`config.mk`:
```
export PLATFORM = sky130hd
export DESIGN_NAME = trace_gate_ts
export DESIGN_NICKNAME = d
export VERILOG_FILES = /design/src/rtl/trace_gate_pkg.sv /design/src/rtl/trace_perm_unit.sv /design/src/rtl/trace_ts_select.sv /design/src/rtl/trace_ts_reg.sv /design/src/rtl/trace_gate_ts.sv
export SDC_FILE = /design/constraint.sdc
export NUM_CORES = 1
export LEC_CHECK = 0
export BUFFER_PORTS_ARGS = -buffer_cell sky130_fd_sc_hd__buf_2
export CAP_MARGIN = 20
export CORE_AREA = 2 2 155 157
export DETAILED_ROUTE_END_ITERATION = 12
export DIE_AREA = 0 0 157 159
export GPL_ROUTABILITY_DRIVEN = 0
export SLEW_MARGIN = 20
export SYNTH_ARGS = -nofsm -noshare
export SYNTH_HDL_FRONTEND = slang
export SYNTH_SLANG_ARGS = --single-unit
```
`constraint.sdc`:
```
create_clock -name clk -period 0.8 [get_ports clk]
set_input_delay 0.04 -clock clk [delete_from_list [all_inputs] [get_ports clk]]
set_output_delay 0.04 -clock clk [all_outputs]
set_load 0.01 [all_outputs]
```
`src/rtl/trace_gate_pkg.sv`:
```
package trace_gate_pkg;

  typedef enum logic [1:0] {
    TS_NONE = 2'b00,
    TS_VIRT = 2'b01,
    TS_RSVD = 2'b10,
    TS_PHYS = 2'b11
  } ts_code_e;

  typedef enum logic [1:0] {
    PL_0 = 2'd0,
    PL_1 = 2'd1,
    PL_2 = 2'd2,
    PL_3 = 2'd3
  } priv_lvl_e;

  // A code yields a stamp only when it names one of the two sources.
  function automatic logic ts_code_usable(ts_code_e c);
    return (c == TS_VIRT) || (c == TS_PHYS);
  endfunction

endpackage

```
`src/rtl/trace_perm_unit.sv`:
```
module trace_perm_unit
  import trace_gate_pkg::*;
(
  input  priv_lvl_e level,
  input  logic      selfhost_en,
  input  logic      en_lvl0,
  input  logic      en_lvl1,
  input  logic      lvl2_active,
  input  logic      tge_route,
  input  logic      lvl2_trace_en,
  output logic      lvl0_routed,
  output logic      allow
);

  logic lvl0_ok;
  logic raw_ok;

  always_comb begin
    lvl0_routed = lvl2_active & tge_route;
    lvl0_ok     = lvl0_routed ? lvl2_trace_en : en_lvl0;
    unique case (level)
      PL_0:    raw_ok = lvl0_ok;
      PL_1:    raw_ok = en_lvl1;
      default: raw_ok = 1'b0;
    endcase
    allow = selfhost_en & raw_ok;
  end

endmodule

```
`src/rtl/trace_ts_select.sv`:
```
module trace_ts_select
  import trace_gate_pkg::*;
(
  input  logic     selfhost_en,
  input  logic     lvl2_present,
  input  ts_code_e l1_code,
  input  ts_code_e l2_code,
  output logic     code_from_l2,
  output ts_code_e eff_code,
  output logic     code_ok
);

  ts_code_e picked;

  always_comb begin
    code_from_l2 = lvl2_present && (l2_code != TS_NONE);
    picked       = code_from_l2 ? l2_code : l1_code;
    eff_code     = selfhost_en ? picked : TS_NONE;
    code_ok      = ts_code_usable(eff_code);
  end

endmodule

```
`src/rtl/trace_ts_reg.sv`:
```
module trace_ts_reg
  import trace_gate_pkg::*;
#(
  parameter int CNT_W = 64
) (
  input  logic             clk,
  input  logic             rst_n,
  input  ts_code_e         code,
  input  logic             code_ok,
  input  logic [CNT_W-1:0] phys,
  input  logic [CNT_W-1:0] voff,
  output logic [CNT_W-1:0] ts_q,
  output logic             valid_q
);

  // Virtual time is the counter less the offset, wrapping at 2^CNT_W.
  function automatic logic [CNT_W-1:0] stamp_of(ts_code_e c,
                                                logic [CNT_W-1:0] p,
                                                logic [CNT_W-1:0] o);
    return (c == TS_VIRT) ? (p - o) : p;
  endfunction

  logic [CNT_W-1:0] stamp_d;

  always_comb stamp_d = stamp_of(code, phys, voff);

  always_ff @(posedge clk or negedge rst_n) begin
    if (!rst_n) begin
      ts_q    <= '0;
      valid_q <= 1'b0;
    end else begin
      valid_q <= code_ok;
      if (code_ok) ts_q <= stamp_d;
    end
  end

endmodule

```
`src/rtl/trace_gate_ts.sv`:
```
module trace_gate_ts
  import trace_gate_pkg::*;
#(
  parameter int CNT_W = 64
) (
  input  logic             clk,
  input  logic             rst_n,
  input  logic [1:0]       cur_level,
  input  logic             selfhost_en,
  input  logic             l1_en_lvl0,
  input  logic             l1_en_lvl1,
  input  logic [1:0]       l1_ts_code,
  input  logic             lvl2_present,
  input  logic             lvl2_active,
  input  logic             tge_route,
  input  logic             lvl2_trace_en,
  input  logic [1:0]       lvl2_ts_code,
  input  logic [CNT_W-1:0] phys_count,
  input  logic [CNT_W-1:0] virt_offset,
  output logic             trace_allowed,
  output logic [CNT_W-1:0] ts_value,
  output logic             ts_valid
);

  // Named internal events, visible to the bound checker.
  logic     lvl0_routed;
  logic     code_from_l2;
  ts_code_e eff_code;
  logic     ts_code_ok;

  trace_perm_unit u_perm (
    .level         (priv_lvl_e'(cur_level)),
    .selfhost_en   (selfhost_en),
    .en_lvl0       (l1_en_lvl0),
    .en_lvl1       (l1_en_lvl1),
    .lvl2_active   (lvl2_active),
    .tge_route     (tge_route),
    .lvl2_trace_en (lvl2_trace_en),
    .lvl0_routed   (lvl0_routed),
    .allow         (trace_allowed)
  );

  trace_ts_select u_sel (
    .selfhost_en  (selfhost_en),
    .lvl2_present (lvl2_present),
    .l1_code      (ts_code_e'(l1_ts_code)),
    .l2_code      (ts_code_e'(lvl2_ts_code)),
    .code_from_l2 (code_from_l2),
    .eff_code     (eff_code),
    .code_ok      (ts_code_ok)
  );

  trace_ts_reg #(.CNT_W(CNT_W)) u_reg (
    .clk     (clk),
    .rst_n   (rst_n),
    .code    (eff_code),
    .code_ok (ts_code_ok),
    .phys    (phys_count),
    .voff    (virt_offset),
    .ts_q    (ts_value),
    .valid_q (ts_valid)
  );

endmodule

```
# == Yosys cells after proc, flatten, opt, wreduce, memory -nomap -nowiden ==
# Index checks and enable logic that the tools add are counted.
# classes
shift,0
n_div,0
multipliers,0
eq_ne,3
bitwise_logic,2
reduce_logical,4
add_sub_neg,1
muxes,5
magnitude_cmp,0
# ops
op,n
$mux 64,1
$sub 64x64->64,1
$eq 2x1->1 const B,2
$mux 2,2
$and 1x1->1,2
$eq 2x2->1 const B,1
$logic_not 2->1,1
$pmux 1 s2,1
$reduce_bool 2->1,1
$logic_and 1x1->1,1
$logic_or 1x1->1,1
$mux 1,1
# word_totals
ram_bits,0
latch_bits,0
out_inout_bits,66
elab_cells,17
memories,0
rom_bits,0
ff_bits,65

# == Longest topological paths before layout ==
# Gate-level depths: netlist (run 1).
# depth
ltp_word,6
ltp_mapped,14

# == Modules after synthesis ==
# From an unflattened synthesis (run 1), not the netlist that was laid out.
# unflattened
hier_cells,945
hier_area_um2,7005.5
# modules_own_cells
mod,seq_area_each_um2,cells_per_inst,n_inst,area_per_inst_um2
trace_ts_reg,1626.6,932,1,6906.6
trace_ts_select,0.0,7,1,51.3
trace_perm_unit,0.0,6,1,47.5

# == Worst setup path before layout (run 1) ==
# OpenSTA, ideal clock, no wires.
# synth_timing
path_type,input to register
from,input port phys_count[0]
to,register u_reg.ts_q[62]
n_path_buf,0
arrival_ns,2.686
required_ns,0.701
setup_slack_ns,-1.985
cell_stages,14
path_cell_list,inv_1 ha_1 fa_1 nand2b_1 a21oi_1 o31ai_2 a21o_1 o21ba_4 o31ai_4 a21oi_2 o31ai_4 a221oi_2 xor2_1 a311oi_1
# synth_between
elab_chain_len,2
# synth_lines
element,line,source
"start, declared",trace_gate_ts.sv:18,"input logic [CNT_W-1:0] phys_count,"
$sub 64x64->64,trace_ts_reg.sv:20,return (c == TS_VIRT) ? (p - o) : p;
$mux 64,trace_ts_reg.sv:20,
"end signal, assigned",trace_ts_reg.sv:33,if (code_ok) ts_q <= stamp_d;
"end, declared",trace_ts_reg.sv:12,"output logic [CNT_W-1:0] ts_q,"
# Every way passes these cells.
# A chain may end at the register's enable or synchronous reset.

# == Worst setup path after layout (run 1) ==
# layout_timing
from,input port phys_count[34]
to,register u_reg.ts_q[57]
# The elaborated chain is that of the path after synthesis.

==> results of run 1 <==
-- metrics by stage --
step,area [um^2],cells,util,worst slack [ns]
2_1_floorplan,7260,947,-,-1.74
3_3_place_gp,10600,1690,0.457,-2.11
3_5_place_dp,10600,1690,0.457,-2.18
4_1_cts,12400,1758,0.534,-1.71
5_1_grt,13500,1814,0.582,-1.82
6_report,13500,1814,0.582,-1.70
-- layout by cell type, fill, tap and decap left out, types with 8 or more instances in the layout --
| master | count |
|---|---|
| buf_4 | 291 |
| buf_2 | 160 |
| nand2_1 | 114 |
| buf_6 | 92 |
| a21oi_1 | 71 |
| nor2_1 | 68 |
| dfrtp_1 | 65 |
| inv_1 | 56 |
| o21ai_1 | 52 |
| a21o_1 | 43 |
| a21oi_2 | 32 |
| ha_4 | 31 |
| ha_1 | 30 |
| nand3_1 | 21 |
| xor2_1 | 21 |
| dlygate4sd3_1 | 19 |
| xnor2_2 | 15 |
| xnor2_1 | 14 |
| inv_2 | 13 |
| o21ai_2 | 13 |
| o21ai_0 | 13 |
| and3_1 | 12 |
| nand4_1 | 12 |
| a21oi_4 | 11 |
| buf_12 | 11 |
| nand2b_1 | 9 |
| nor2b_1 | 9 |
| clkbuf_16 | 9 |
| nand2_2 | 8 |
| a31oi_1 | 8 |
| a31oi_4 | 8 |
-- cells by family after synthesis --
kind of cell / after synthesis
adder cells (fa/ha/maj): 64
AND/OR/NAND/NOR: 303
flip-flops: 65
buffers and inverters: 129
multiplexers: 2
XOR/XNOR: 55
AO/OA/AOI/OAI: 329
-- cell type report --
| cell class | instances | area [um^2] | share of cell area |
|---|---|---|---|
| Sequential cell | 65 | 1630 | 0.120 |
| Inverter | 78 | 345 | 0.0256 |
| Clock buffer | 11 | 243 | 0.0180 |
| Timing Repair Buffer | 580 | 4540 | 0.336 |
| Tap cell | 319 | 399 | 0.0295 |
| Antenna cell | 3 | 7.51 | 0.000556 |
| Clock inverter | 5 | 78.8 | 0.00584 |
| Multi-Input combinational cell | 753 | 6270 | 0.464 |
-- what timing repair did --
item	in CTS	in global routing
cloned	0	0
hold buffers	18	1
pin swaps	119	149
buffers inserted	41	71
setup endpoints to repair	128	129
gates resized for setup	246	177
endpoints found under the hold margin	82	1
-- state kept, by name, indices dropped and copies added (netlist names) --
signal / flops
u_reg.valid_q: 1
u_reg.ts_q: 64
-- worst max path at each step --
stage          slack, ns                         end  depth (start not counted)
2_1_floorplan      -1.74  u_reg.ts_q[62]$_DFFE_PN0P_                         14
3_3_place_gp       -2.11  u_reg.ts_q[61]$_DFFE_PN0P_                         14
3_5_place_dp       -2.18  u_reg.ts_q[61]$_DFFE_PN0P_                         14
4_1_cts            -1.71  u_reg.ts_q[54]$_DFFE_PN0P_                         16
5_1_grt            -1.82  u_reg.ts_q[55]$_DFFE_PN0P_                         17
6_report           -1.70  u_reg.ts_q[57]$_DFFE_PN0P_                         14
-- routing by layer --
metal | routed length, um | part of all wire | up-vias | GRT usage
met4 | 881 | 0.030 | 0 | 0.0771
li1 | - | - | 4402 | -
met1 | 12500 | 0.42 | 4173 | 0.271
met2 | 15000 | 0.51 | 222 | 0.378
met3 | 1130 | 0.038 | 54 | 0.0332
met5 | 0 | 0 | - | 0
-- power by group --
part / internal [mW] / leakage (nW) / switching (mW)
registers: 3.96 / 0.793 / 0.404
logic: 5.87 / 5.67 / 5.18
clock network: 2.81 / 0.160 / 1.68
-- worst min-delay path, stage by stage --
cell,delay [ns]
buf_2,0.10
a21oi_1,0.07
a21oi_2,0.11
==> flow_summary.ini, run 1 <==
[run_status]
status = finished, violations left
violations = setup timing

[sta]
fin_hold_ws_ns = 0.00608
fin_crit_ns = 2.50
grt_setup_unrepaired = yes
finalMaxSlewViolations = 0
setup_viol = 128
worst_slew_pin_slew_ns = 0.555
fin_worst_skew_ns = 0
hold_viol = 0
worst_slack_ns = -1.70
setup-tns-final_ns = -86.80
max_freq_ghz = 0.401
relSlewSlack = 0.627
fin_crit_sh = 3.12

[power]
ir_worst_vdd_mv = 0.824
finalPower_mw = 19.9
power_density_nw_per_um2 = 1470
leakage_nw = 6.63

[logic_synthesis]
synthArstFlopShare = 1.00
synth_top_cell_by_area = dfrtp_1
ys_seq_area_frac = 0.237
synth-compound-area-share = 0.302
synthTopCellsByCount = nand2_1, a21oi_1, inv_1
synthFlopType = dfrtp_1
netlist_instances = 947
synthMuxAreaShare = 0.00291
synth_edf_count = 0
yosysWarnings = 0
ys_types = 65
yosysTopAreaCellShare = 0.237
synth_top_family_by_area = compound AO/OA/AOI/OAI gates
syn-cell-area_um2 = 6870
yosys-top-cells-area = dfrtp_1, ha_1, a21oi_1
synth_adder_area_share = 0.118
synth.most_common_cell = nand2_1
syn_nets = 1154
synth_xor_area_frac = 0.0701
avgSynthCellArea_um2 = 7.25
yosys.area_share.simple = 0.199
ys_seq_elements = 65

[global_routing]
grt_pass1_vias = 8701
grt_usage = 0.217
gr-total-overflow = 0
grt_max_degree = 42
antenna_found_initial = 3
grt_pass1_wl_um = 43600

[layout]
area_growth_pct = 96.7
layout-drive-gt1-share = 0.538
nets = 1694
n_fill_cell = 2002

[worst_setup_path]
cp.required_ns = 1.03
arrival_ns = 2.73
reg2regPathDepth = 2
critPathLaunch = phys_count[34]
cp-start-kind = input port
reg2reg_from = u_reg.ts_q[18]$_DFFE_PN0P_
path_buf_inv = 2
reg2reg_to = u_reg.ts_q[18]$_DFFE_PN0P_
crit_family = compound AO/OA/AOI/OAI gates
cp_slowest_cell = o41a_1
critical_path_class = input port to flip-flop
cp_max_fo = 5
worstSetupEndpointType = flip-flop
slowest_delay_ns = 0.35
cp_cell_sequence = buf_6 -> ha_4 -> a21o_1 -> o21bai_4 -> a221oi_4 -> o2111ai_2 -> a31oi_2 -> o22a_1 -> o41a_1 -> nand2_2 -> buf_4 -> a31oi_4 -> mux2i_1 -> nand3_1
regToRegSetupSlack_ns = -0.02

[detailed_routing]
dr_total_vias = 8851
routed_wl_um = 29400
viasPerCell = 4.88
wl_per_cell_um = 16.2
dr.pass1.iters = 5
drc = 0
detail-route-antenna-nets = 0
drtIter0Drc = 598

[run]
cap_violations = 0

[floorplanning]
die_y_um = 159
start_util = 0.296
die_area_um2 = 25000
die_w_um = 157
core_area_um2 = 23200
top_level_ports = 209
num_rows = 56

[clock_network]
ctsHtreeMaxLevel = 3
cts-root-buf = clkbuf_16
clock_latency_ns = 0.34
cts_buffers = 9
cts.sinks = 65
clk_pin_slew_ns = 0.06
clock_path_buffers = 2
cts_tree = built

[hold_path]
whs_endpoint = u_reg.ts_q[48]$_DFFE_PN0P_
min-delay-start = phys_count[48]
hp-class = input port to flip-flop
hold-path-cell-count = 3

[placed_design]
dpl.hpwl_um = 21100
numPortBuffers = 208
No activity file was read; power rests on OpenSTA's default activity.
==> run 2: changes to the inputs <==
--- a/config.mk
+++ b/config.mk
@@ -5,7 +5,7 @@
 export SDC_FILE = /design/constraint.sdc
 export NUM_CORES = 1
 export LEC_CHECK = 0
-export BUFFER_PORTS_ARGS = -buffer_cell sky130_fd_sc_hd__buf_2
+export BUFFER_PORTS_ARGS = -buffer_cell sky130_fd_sc_hd__buf_4
 export CAP_MARGIN = 20
 export CORE_AREA = 2 2 155 157
 export DETAILED_ROUTE_END_ITERATION = 12
==> run 2 against run 1 <==
Compared with the run above: the run ends with hold timing, setup timing left; total power up 3.6%; first-iteration DRC count down 15%; die area unchanged; cell area up 4.1%; highest routed layer unchanged.
==> flow_summary.ini, run 2 (synthesized netlist as in run 1, its figures left out) <==
[floorplanning]
start_util = 0.296
die_w_um = 157
num_rows = 56
core_area_um2 = 23200
die_area_um2 = 25000
top_level_ports = 209
die_y_um = 159

[global_routing]
antenna_found_initial = 2
gr-total-overflow = 0
grt_usage = 0.228
grt_pass1_wl_um = 45900
grt_max_degree = 66
grt_pass1_vias = 9099

[layout]
largest_register = u_reg.ts_q
top_regs = u_reg.ts_q x64, u_reg.valid_q x1
mostFrequentLayoutCell = buf_4
nets = 1713
area_growth_pct = 105
fin_cells = 1832
largest_reg_flops = 64
layout-drive-gt1-share = 0.523
final_cell_mix = buf_4, buf_6, nand2_1
fin_util = 0.606

[hold_path]
whs_endpoint = u_reg.ts_q[32]$_DFFE_PN0P_
hold-path-cell-count = 3
hp-class = input port to flip-flop
min-delay-start = phys_count[32]

[sta]
max_freq_ghz = 0.400
grt_setup_unrepaired = yes
fin_crit_sh = 3.12
relSlewSlack = 0.658
worst_slew_pin_slew_ns = 0.507
fin_crit_ns = 2.50
fin_worst_skew_ns = 0
fin_hold_ws_ns = -0.00670
hold_viol = 2
setup_viol = 128
finalMaxSlewViolations = 0
worst_slack_ns = -1.70

[detailed_routing]
drc = 0
wl_per_cell_um = 16.3
routed_wl_um = 29900
viasPerCell = 4.96
dr.pass1.iters = 7
drtIter0Drc = 511
dr_total_vias = 9085
detail-route-antenna-nets = 0

[worst_setup_path]
cp-start-kind = input port
reg2regPathDepth = 3
regToRegSetupSlack_ns = -0.07
path_buf_inv = 2
cp_slowest_cell = a221oi_4
cp_cell_sequence = buf_8 -> inv_12 -> ha_4 -> a21o_1 -> o21bai_4 -> a221oi_4 -> o2111ai_2 -> a31oi_2 -> o22a_1 -> o41a_1 -> nand2_2 -> a221oi_2 -> mux2i_1 -> nand3_1
reg2reg_to = u_reg.ts_q[56]$_DFFE_PN0P_
cp_max_fo = 4
worstSetupEndpointType = flip-flop
arrival_ns = 2.73
crit_family = compound AO/OA/AOI/OAI gates
critical_path_class = input port to flip-flop
slowest_delay_ns = 0.31
cp.required_ns = 1.03
reg2reg_from = u_reg.ts_q[56]$_DFFE_PN0P_

[clock_network]
clock_latency_ns = 0.35
ctsHtreeMaxLevel = 3
cts.sinks = 65
cts_tree = built
cts_buffers = 9
clock_path_buffers = 2
clk_pin_slew_ns = 0.07
cts-root-buf = clkbuf_16

[placed_design]
dpl.hpwl_um = 21300
dp.cells = 1687
numPortBuffers = 208

[run]
cap_violations = 0

[power]
finalPower_mw = 20.6
leakage_nw = 6.85
power_density_nw_per_um2 = 1470
ir_worst_vdd_mv = 1.12

[run_status]
violations = hold timing, setup timing
status = finished, violations left
[run 2: report_power, final]
group	internal [mW]	switching (mW)
clock network	2.51	1.82
registers	3.96	0.521
logic	6.62	5.20
total	13.1	7.54
[run 2: layout make-up]
class,count,area [um^2]
well taps,319,399
multi-input cells,753,6160
flip-flops and latches,65,1630
clock buffers,10,239
diodes,2,5.00
fillers,1975,9130
clock inverters,6,67.6
inverters,78,353
repair buffers,599,5210
[run 2: layer usage]
| metal | track usage | share of wire | vias to the layer above |
|---|---|---|---|
| met5 | 0 | 0 | - |
| met3 | 0.0310 | 0.050 | 68 |
| li1 | - | - | 4427 |
| met2 | 0.401 | 0.51 | 295 |
| met4 | 0.0792 | 0.030 | 0 |
| met1 | 0.282 | 0.41 | 4295 |
[run 2: stage by stage]
| step | setup WS, ns | TNS, ns | cell area, um^2 |
|---|---|---|---|
| floorplan | -1.74 | -75.07 | 7260 |
| global placement | -2.13 | -102.85 | 11000 |
| detailed placement | -2.21 | -104.79 | 11000 |
| CTS | -1.66 | -83.80 | 13300 |
| global route | -1.79 | -94.17 | 14100 |
| finish | -1.70 | -86.77 | 14100 |
[run 2: worst max path at each step]
stage,from,to,cells past startpoint
after floorplan,phys_count[0],u_reg.ts_q[62]$_DFFE_PN0P_,14
after global placement,phys_count[0],u_reg.ts_q[18]$_DFFE_PN0P_,16
after detailed placement,phys_count[32],u_reg.ts_q[61]$_DFFE_PN0P_,13
after CTS,phys_count[0],u_reg.ts_q[54]$_DFFE_PN0P_,16
after global routing,phys_count[0],u_reg.ts_q[62]$_DFFE_PN0P_,15
final,virt_offset[34],u_reg.ts_q[61]$_DFFE_PN0P_,14
[run 2: worst register-to-register path, stage by stage (launching register included)]
cell     delay, ns
dfrtp_1       0.42
buf_4         0.15
a21oi_1       0.12
o21ai_1       0.08
[run 2: repair_timing]
action                                  CTS  global route
endpoints found under the hold margin    99             0
pin swaps                               124           112
buffers inserted                         63            39
hold buffers                             35             0
gates resized for setup                 292           115
endpoints found under the setup margin  129           129
==> run 3: changes to the inputs <==
--- a/config.mk
+++ b/config.mk
@@ -5,11 +5,12 @@
 export SDC_FILE = /design/constraint.sdc
 export NUM_CORES = 1
 export LEC_CHECK = 0
+export ABC_AREA = 1
 export BUFFER_PORTS_ARGS = -buffer_cell sky130_fd_sc_hd__buf_4
 export CAP_MARGIN = 20
-export CORE_AREA = 2 2 155 157
+export CORE_AREA = 2 2 178 180
 export DETAILED_ROUTE_END_ITERATION = 12
-export DIE_AREA = 0 0 157 159
+export DIE_AREA = 0 0 180 182
 export GPL_ROUTABILITY_DRIVEN = 0
 export SLEW_MARGIN = 20
 export SYNTH_ARGS = -nofsm -noshare
==> run 3 against run 2 <==
Compared with the run above: cell count up 39%; global-route usage up 1.6 points; clock-buffer cell count up 4; via count up 35%; the flow still finishes with violations (hold timing, setup timing); first-iteration DRC count up 29%; die area up 31%; total power up 9.0%; non-clock buffer count down 156; utilization down 3.9 points; critical path type unchanged.
==> flow_summary.ini, run 3 <==
[worst_setup_path]
cp_slowest_cell = ha_4
path_common_cell = nand2_1
worstSetupEndpointType = flip-flop
arrival_ns = 1.71
slowest_delay_ns = 0.32
critical_path_class = input port to flip-flop
path_buf_inv = 4
crit_family = simple AND/OR/NAND/NOR gates
cp_max_fo = 4
cp_cell_sequence = buf_8 -> inv_12 -> ha_4 -> nand2_4 -> nor2_4 -> inv_4 -> nor3_4 -> buf_6 -> nand2_2 -> nor2_2 -> nand2_1 -> nand4_1 -> nand3_2 -> nand2_1 -> nand2_1
cp.required_ns = 1.06
cp-start-kind = input port

[run_status]
status = finished, violations left
violations = hold timing, setup timing

[sta]
fin_hold_ws_ns = -0.0171
setup-tns-final_ns = -39.21
fin_worst_skew_ns = 0
fin_crit_sh = 1.82
grt_setup_unrepaired = yes
finalMaxSlewViolations = 0
fin_crit_ns = 1.46
max_freq_ghz = 0.686
worst_slack_ns = -0.657
relSlewSlack = 0.714
setup_viol = 129
hold_viol = 3
worst_slew_pin_slew_ns = 0.430

[layout]
top_regs = u_reg.ts_q x64, u_reg.valid_q x1
nets = 2354
antenna_cells = 0
layout-drive-gt1-share = 0.513
largest_reg_flops = 64
area_growth_pct = 92.7
largest_register = u_reg.ts_q
mostFrequentLayoutCell = nand2_1
final_cell_mix = nand2_1, inv_1, buf_4
n_fill_cell = 2789

[clock_network]
ctsHtreeMaxLevel = 3
cts_tree = built
clock_path_buffers = 2
cts-root-buf = clkbuf_16
clk_pin_slew_ns = 0.06
clock_latency_ns = 0.36
cts_buffers = 9
cts.sinks = 65

[floorplanning]
num_rows = 65
core_area_um2 = 31000
die_w_um = 180
die_area_um2 = 32800
top_level_ports = 209
start_util = 0.294
die_y_um = 182

[detailed_routing]
drc = 0
dr_total_vias = 12200
m1WireLength_um = 16500
wl_met3_um = 2720
detail-route-antenna-nets = 0
top_layer_used = met4
routed_wl_um = 42200
met2RoutedLength_um = 21000
drtIter0Drc = 659
dr.pass1.iters = 8
viasPerCell = 4.79
wl_per_cell_um = 16.5

[logic_synthesis]
yosys-top-cells-area = nand2_1, dfrtp_1, inv_1
yosysWarnings = 0
synthTopCellsByCount = nand2_1, inv_1, nor2_1
ys_types = 34
ys_seq_area_frac = 0.178
synthFlopType = dfrtp_1
ys_seq_elements = 65
netlist_instances = 1719
syn_nets = 1926
synth_top_cell_by_area = nand2_1
synth_edf_count = 0
yosysTopAreaCellShare = 0.300
syn-cell-area_um2 = 9120
synth.most_common_cell = nand2_1
synthArstFlopShare = 1.00
avgSynthCellArea_um2 = 5.31

[global_routing]
grt_max_degree = 66
gr-total-overflow = 0
grt_pass1_wl_um = 62700
grt_usage = 0.243
grt_pass1_vias = 11800
antenna_found_initial = 0

[placed_design]
dpl.hpwl_um = 30600
post-place-ws_ns = -1.21
numPortBuffers = 208

[power]
leakage_nw = 9.40
power_density_nw_per_um2 = 1280
ir_worst_vdd_mv = 0.809

[hold_path]
hp-class = input port to flip-flop

[run]
cap_violations = 0
==> run 3: final timing paths <==
path,from,endpoint,slack [ns],cells after the start
min in group asynchronous,rst_n,u_reg.ts_q[9]$_DFFE_PN0P_,0.26,3
hold reg to reg,u_reg.ts_q[47]$_DFFE_PN0P_,u_reg.ts_q[47]$_DFFE_PN0P_,0.50,2
setup reg to reg,u_reg.ts_q[13]$_DFFE_PN0P_,u_reg.ts_q[13]$_DFFE_PN0P_,-0.06,3
max in group asynchronous,rst_n,u_reg.ts_q[42]$_DFFE_PN0P_,0.19,3
hold / removal,phys_count[2],u_reg.ts_q[2]$_DFFE_PN0P_,-0.02,3
setup / recovery,virt_offset[21],u_reg.ts_q[49]$_DFFE_PN0P_,-0.66,15
==> run 3: final cells by class <==
cell class                 instances  area [um^2]  share of cell area
multi-input combinational       1228         9160               0.521
timing repair buffer             443         4300               0.245
inverter                         400         1680              0.0955
sequential                        65         1630              0.0926
tap                              402          503              0.0286
clock buffer                      14          274              0.0156
clock inverter                     2         35.0             0.00199
==> run 3: per-layer routing <==
layer	track usage	vias up
met5	0	-
met4	0.122	0
met3	0.0357	119
met2	0.428	501
met1	0.288	5640
li1	-	5983
==> run 3: what timing repair did <==
| item | in CTS | in global routing |
|---|---|---|
| hold buffers | 15 | 2 |
| pin swaps | 113 | 200 |
| gates resized for setup | 464 | 315 |
| endpoints found under the setup margin | 129 | 129 |
| cloned | 5 | 0 |
| buffers inserted | 34 | 55 |
| hold endpoints to repair | 79 | 2 |
==> run 3: worst min-delay path: cells and delay by family <==
kind	cells	cell delay, ns
compound gates	2	0.17
buf+inv	1	0.09
==> run 3: where the power goes <==
| group | total, mW | leakage (nW) | switching [mW] | internal [mW] |
|---|---|---|---|---|
| registers | 4.45 | 0.744 | 0.518 | 3.93 |
| clock network | 4.44 | 0.153 | 1.77 | 2.67 |
| logic | 13.6 | 8.50 | 6.88 | 6.72 |
==> run 3: cell families after synthesis <==
kind of cell               Yosys count  synth area share
adders and majority gates           64            0.0886
AOI/OAI and AO/OA                  116            0.0688
xor gates and xnor gates            32            0.0307
and+or+nand+nor                   1016             0.458
buffers and inverters              426             0.176
DFF                                 65             0.178
==> run 3: through the flow <==
stage                     area (um^2)  instances   util  hold slack (ns)  power, mW
final                           17600       2554  0.567          -0.0171       22.5
after global routing            17600       2554  0.567          0.00884       23.8
after CTS                       16000       2505  0.518         0.000498       21.0
after detailed placement        13500       2441  0.434           0.0896       14.1
after global placement          13500       2441  0.434           0.0920       14.1
after floorplan                 10400       1719      -           -0.256       9.75
